===== config.mk =====
export PLATFORM = sky130hd
export DESIGN_NAME = bcastMul
export DESIGN_NICKNAME = d
export VERILOG_FILES = /design/src/rtl/bcastMulPkg.sv /design/src/rtl/bcastMulCtrl.sv /design/src/rtl/bcastMulDatapath.sv /design/src/rtl/bcastMul.sv
export SDC_FILE = /design/constraint.sdc
export NUM_CORES = 2
export LEC_CHECK = 0
export BUFFER_PORTS_ARGS = -buffer_cell sky130_fd_sc_hd__buf_2
export CAP_MARGIN = 30
export CORE_UTILIZATION = 40
export CTS_CLUSTER_DIAMETER = 40
export DETAILED_ROUTE_END_ITERATION = 8
export HOLD_SLACK_MARGIN = 0.12
export REMOVE_ABC_BUFFERS = 1
export SYNTH_ARGS = -nofsm -noshare
export SYNTH_HDL_FRONTEND = slang
export SYNTH_SLANG_ARGS = --single-unit

===== constraint.sdc =====
create_clock -name clk -period 11.45 [get_ports clk]
set_input_delay 1.145 -clock clk [delete_from_list [all_inputs] [get_ports clk]]
set_output_delay 1.145 -clock clk [all_outputs]
set_load 0.005 [all_outputs]

===== src/rtl/bcastMulPkg.sv =====
package bcastMulPkg;

  // Strobes from the sequencer to the datapath, one cycle each
  typedef struct packed {
    logic capture;  // latch operands (start accepted)
    logic clear;    // zero the accumulator
    logic step;     // add one shifted partial-product row
    logic finish;   // move accumulator to the product register
  } mulStrobe_t;

  typedef enum logic [1:0] {
    ST_IDLE = 2'd0,
    ST_LOAD = 2'd1,
    ST_LOOP = 2'd2,
    ST_FIN  = 2'd3
  } mulState_e;

endpackage


===== src/rtl/bcastMulCtrl.sv =====
module bcastMulCtrl
  import bcastMulPkg::*;
#(
  parameter int K  = 3,
  parameter int IW = (K > 1) ? $clog2(K) : 1
) (
  input  logic          clk,
  input  logic          rstN,
  input  logic          start,
  output mulStrobe_t    strobe,
  output logic [IW-1:0] digitIdx,
  output logic          busy,
  output logic          done
);

  localparam logic [IW-1:0] LastIdx = IW'(K - 1);

  mulState_e state, stateNext;

  always_comb begin
    stateNext = state;
    unique case (state)
      ST_IDLE: if (start) stateNext = ST_LOAD;
      ST_LOAD: stateNext = ST_LOOP;
      ST_LOOP: if (digitIdx == LastIdx) stateNext = ST_FIN;
      ST_FIN:  stateNext = ST_IDLE;
      default: stateNext = ST_IDLE;
    endcase
  end

  always_comb begin
    strobe.capture = (state == ST_IDLE) && start;
    strobe.clear   = (state == ST_LOAD);
    strobe.step    = (state == ST_LOOP);
    strobe.finish  = (state == ST_FIN);
  end

  always_ff @(posedge clk or negedge rstN) begin
    if (!rstN) begin
      state    <= ST_IDLE;
      digitIdx <= '0;
      done     <= 1'b0;
    end else begin
      state <= stateNext;
      done  <= (state == ST_FIN);
      if (state == ST_LOAD)      digitIdx <= '0;
      else if (state == ST_LOOP) digitIdx <= digitIdx + 1'b1;
    end
  end

  assign busy = (state != ST_IDLE);

endmodule


===== src/rtl/bcastMulDatapath.sv =====
module bcastMulDatapath
  import bcastMulPkg::*;
#(
  parameter int N  = 48,
  parameter int K  = 3,
  parameter int IW = (K > 1) ? $clog2(K) : 1
) (
  input  logic          clk,
  input  logic          rstN,
  input  mulStrobe_t    strobe,
  input  logic [IW-1:0] digitIdx,
  input  logic [N-1:0]  opA,
  input  logic [N-1:0]  opB,
  output logic [2*N-1:0] product
);

  localparam int D  = N / K;     // digit width
  localparam int PW = 2 * D;     // digit product width
  localparam int RW = N + D;     // partial-product row width

  logic [N-1:0]   aReg, bReg;
  logic [2*N-1:0] acc;
  logic [D-1:0]   aDigit;
  logic [PW-1:0]  digitProd [K];
  logic [RW-1:0]  evenRow, oddRow, rowSum;
  logic [2*N-1:0] rowShifted;

  // Broadcast selector: one A digit per iteration
  assign aDigit = aReg[int'(digitIdx) * D +: D];

  // K parallel digit multipliers
  for (genvar j = 0; j < K; j++) begin : gDigitMul
    assign digitProd[j] = PW'(aDigit) * PW'(bReg[j*D +: D]);
  end

  // Even and odd products do not overlap among themselves
  always_comb begin
    evenRow = '0;
    oddRow  = '0;
    for (int j = 0; j < K; j++) begin
      if (j % 2 == 0) evenRow[j*D +: PW] = digitProd[j];
      else            oddRow[j*D +: PW]  = digitProd[j];
    end
  end

  assign rowSum     = evenRow + oddRow;
  assign rowShifted = (2*N)'(rowSum) << (int'(digitIdx) * D);

  always_ff @(posedge clk or negedge rstN) begin
    if (!rstN) begin
      aReg    <= '0;
      bReg    <= '0;
      acc     <= '0;
      product <= '0;
    end else begin
      if (strobe.capture) begin
        aReg <= opA;
        bReg <= opB;
      end
      if (strobe.clear)      acc <= '0;
      else if (strobe.step)  acc <= acc + rowShifted;
      if (strobe.finish)     product <= acc;
    end
  end

endmodule


===== src/rtl/bcastMul.sv =====
module bcastMul
  import bcastMulPkg::*;
#(
  parameter int N = 48,
  parameter int K = 3
) (
  input  logic           clk,
  input  logic           rstN,
  input  logic           start,
  input  logic [N-1:0]   opA,
  input  logic [N-1:0]   opB,
  output logic           busy,
  output logic           done,
  output logic [2*N-1:0] product
);

  localparam int IW = (K > 1) ? $clog2(K) : 1;

  mulStrobe_t    strobe;
  logic [IW-1:0] digitIdx;

  bcastMulCtrl #(.K(K), .IW(IW)) uCtrl (
    .clk(clk), .rstN(rstN), .start(start),
    .strobe(strobe), .digitIdx(digitIdx), .busy(busy), .done(done)
  );

  bcastMulDatapath #(.N(N), .K(K), .IW(IW)) uData (
    .clk(clk), .rstN(rstN), .strobe(strobe), .digitIdx(digitIdx),
    .opA(opA), .opB(opB), .product(product)
  );

endmodule


==> results.sh <==
export IMPL_syn_std_cell_area_sq_um=45000
export IMPL_detail_route_wl_per_cell_um=20.1
export IMPL_failed_checks="negative setup slack"
export IMPL_area_sequential_sq_um=7340
export IMPL_first_iter_violations=2640
export IMPL_outcome="finished with violations"
export IMPL_wire_length_of_the_first_global_routing_pass_mm=229
export IMPL_synth_warnings=0
export IMPL_placer_s_final_routability_congestion_estimate=0.969
export IMPL_highest_signal_layer="met4"
export IMPL_sequential_area_share_after_synthesis_pct=16.3
export IMPL_grt_overflow=0
export IMPL_cts_made_buffers=57
export IMPL_grt_max_degree=93
export IMPL_die_area_sq_um=114000
export IMPL_grt_usage_pct=26.1
export IMPL_synthesis_instances=4983
export IMPL_site_row_count=122
export IMPL_worstSkewPairLatency_ps=680
export IMPL_remaining_drc_errors=0
export IMPL_die_width_um=337
export IMPL_first_pass_iters=5
export IMPL_layout_area_overhead_vs_synth_pct=30.9
export IMPL_design_core_area_sq_um=111000
export IMPL_io_buffer_count=196
export IMPL_rsz0062_at_grt="true"
export IMPL_max_slew_margin_rel_pct=31.8
export IMPL_synth_distinct_cells=90
export IMPL_synth_avg_cell_area_sq_um=9.03
export IMPL_critical_path_top_cell_by_count="fa_1"
export IMPL_met2_wirelength_mm=69.4
export IMPL_ys_ff_latch=293
export IMPL_die_height_um=337
export IMPL_path_max_fanout=8
export IMPL_cts_root_buf="clkbuf_16"
export IMPL_critical_path_class="flop to flop"
export IMPL_nNetsFinal=7018
export IMPL_finalHoldViolations=0
export IMPL_multi_input_logic_area_sq_um=36300
export IMPL_critPathCaptureType="flop"
export IMPL_achievable_frequency_mhz=83.0
export IMPL_placed_cells=7182
export IMPL_initial_core_utilization_pct=40.5
export IMPL_grt_antenna_before_repair=3
export IMPL_final_setup_skew_ps=48.6
export IMPL_synthArstFlopShare_pct=100
export IMPL_dpl_hpwl_mm=119
export IMPL_crit_arrival_ps=12600
export IMPL_setup_viol_count_final=36
export IMPL_final_core_util_pct=53.0
export IMPL_finalWorstSetupSlack_ps=-603
export IMPL_final_layout_size_suffix_gt1_share_pct=30.4
export IMPL_number_of_h_tree_levels=2
export IMPL_cap_violations=0
export IMPL_detail_route_wirelength_mm=149
export IMPL_cts_path_max_buffers=3
export IMPL_clk_pin_slew_worst_paths_ps=60
export IMPL_floorplan_io_pins=197
export IMPL_worst_ep_required_time_ps=12000
export IMPL_worstSetupStartpointType="flop"
export IMPL_synth_edf_count=0
export IMPL_cp_slowest_stage_delay_ps=540
export IMPL_post_layout_nonfiller_instances=7426
export IMPL_final_max_slew_violation_count=0
export IMPL_via_count=39500
export IMPL_fin_crit_ps=12050
export IMPL_met3RoutedLength_mm=10.2
export IMPL_final_fill_count=10300
export IMPL_ant_nets=0
export IMPL_cpMaxStageDelayCell="fa_1"
export IMPL_min_period_over_period_pct=105
export IMPL_synthFlopType="dfrtp_1"
export IMPL_worstMarginPinSlew_ps=1020
export IMPL_avgViaCountPerCell=5.31
export IMPL_holdCritPathClass="input port to async pin"
export IMPL_clock_tree_from_tritoncts="yes"
export IMPL_numClockSinks=293
export IMPL_routedLengthMet1_mm=65.9
export IMPL_first_global_vias=40100
## routing by layer
| layer | global-route usage, % | vias to the layer above |
|---|---|---|
| li1 | - | 18100 |
| met5 | 0 | - |
| met1 | 36.3 | 20000 |
| met4 | 5.77 | 0 |
| met3 | 4.15 | 208 |
| met2 | 42.7 | 1184 |
## final cells by class
cell class / count / share of cell area (%)
Timing Repair Buffer: 1104 / 14.4
Clock inverter: 46 / 0.993
Clock buffer: 61 / 2.50
Inverter: 754 / 4.82
Antenna cell: 2 / 0.00850
Sequential cell: 293 / 12.5
Tap cell: 1488 / 3.16
Multi-Input combinational cell: 3678 / 61.7
## Yosys cell counts, drive strengths merged, types with 19 or more instances
library cell,n,area share [%]
a31oi,22,0.34
o21ai,172,1.9
inv,754,6.3
o31ai,22,0.38
fa,584,26
xnor2,137,2.7
nand3,42,0.47
a21o,120,2.0
mux2,197,4.9
o211ai,19,0.33
nor2,141,1.2
o21bai,38,0.64
o21a,35,0.58
xor2,74,1.4
nor2b,24,0.33
buf,31,0.27
a21oi,219,2.4
ha,447,12
nand2,645,5.4
a211oi,21,0.36
a22o,86,1.7
mux2i,30,0.67
nand4,41,0.57
nor3,38,0.43
clkbuf,228,1.9
and2,339,4.7
dfrtp,293,16
## critical path: cells and delay by family (launching register included)
family,cells,cell delay [ps]
simple gates,5,940
xor+xnor,3,490
mux,1,160
buf+inv,9,1100
flops,1,450
compound gates,25,5160
fa+ha+maj,9,3650
## repair_timing
item                                    CTS  global route
gates resized for setup                 326           265
hold buffers                              0             0
hold endpoints to repair                  0             0
cloned                                    1             3
endpoints found under the setup margin   54            55
buffers inserted                         89            53
pin swaps                               174           185
## cell families after synthesis
logic type,after synthesis,synth area share (%)
AOI/OAI and AO/OA,861,12.9
xor gates and xnor gates,211,4.11
adders and majority gates,1031,38.4
buffers and inverters,1013,8.46
DFF,293,16.3
muxes,227,5.60
and+or+nand+nor,1347,14.2
## through the flow
stage / TNS (ps) / cell area [sq um] / setup WS, ps / hold WS [ps]
after floorplan: -169480 / 44000 / -3450 / 474
after global placement: -42720 / 53000 / -1480 / 484
after detailed placement: -46670 / 53000 / -1650 / 490
after CTS: -6530 / 57200 / -415 / 503
after global routing: -24760 / 58900 / -928 / 509
final: -11760 / 58900 / -603 / 495
## flip-flops by register name (all words and copies together), names as in the netlist
signal,cells
uData.product,96
uData.bReg,48
uCtrl.digitIdx,2
uCtrl.done,1
uData.aReg,48
uData.acc,96
uCtrl.state,2
## path summary, 6_finish.rpt
path / from / endpoint / slack, ps / cells past startpoint
worst max-delay path: uCtrl.digitIdx[0] / uData.acc[94] / -600 / 52
worst min-delay path: rstN / uData.bReg[37] / 500 / 1
worst max register to register: uCtrl.digitIdx[0] / uData.acc[94] / -600 / 52
worst min register to register: uData.product[43] / uData.product[43] / 500 / 1
max in group asynchronous: rstN / uData.product[11] / 8900 / 4
min in group clk: uData.product[43] / uData.product[43] / 500 / 1
## cell usage in the layout (no fill, tap or decap), types with 19 or more instances in the layout
cell / count
mux2_2: 195
o21a_1: 35
buf_6: 67
a21oi_1: 161
fa_1: 574
nand4_1: 41
o21bai_1: 33
buf_12: 20
buf_2: 195
dfrtp_1: 291
nor2_1: 124
a21o_1: 119
clkbuf_16: 59
o21ai_0: 91
inv_1: 740
buf_4: 809
nor3_1: 24
nand3_1: 36
nand2_1: 615
and2_1: 330
nor2b_1: 21
o21ai_1: 29
a22o_1: 86
ha_4: 29
o21ai_4: 19
ha_1: 409
a21oi_2: 46
xnor2_1: 116
xor2_1: 67
o21ai_2: 34
nand2_2: 23
Power is left out: the tool's default activity adds up to more than one toggle a clock period on the data nets, which glitch-free logic cannot reach.
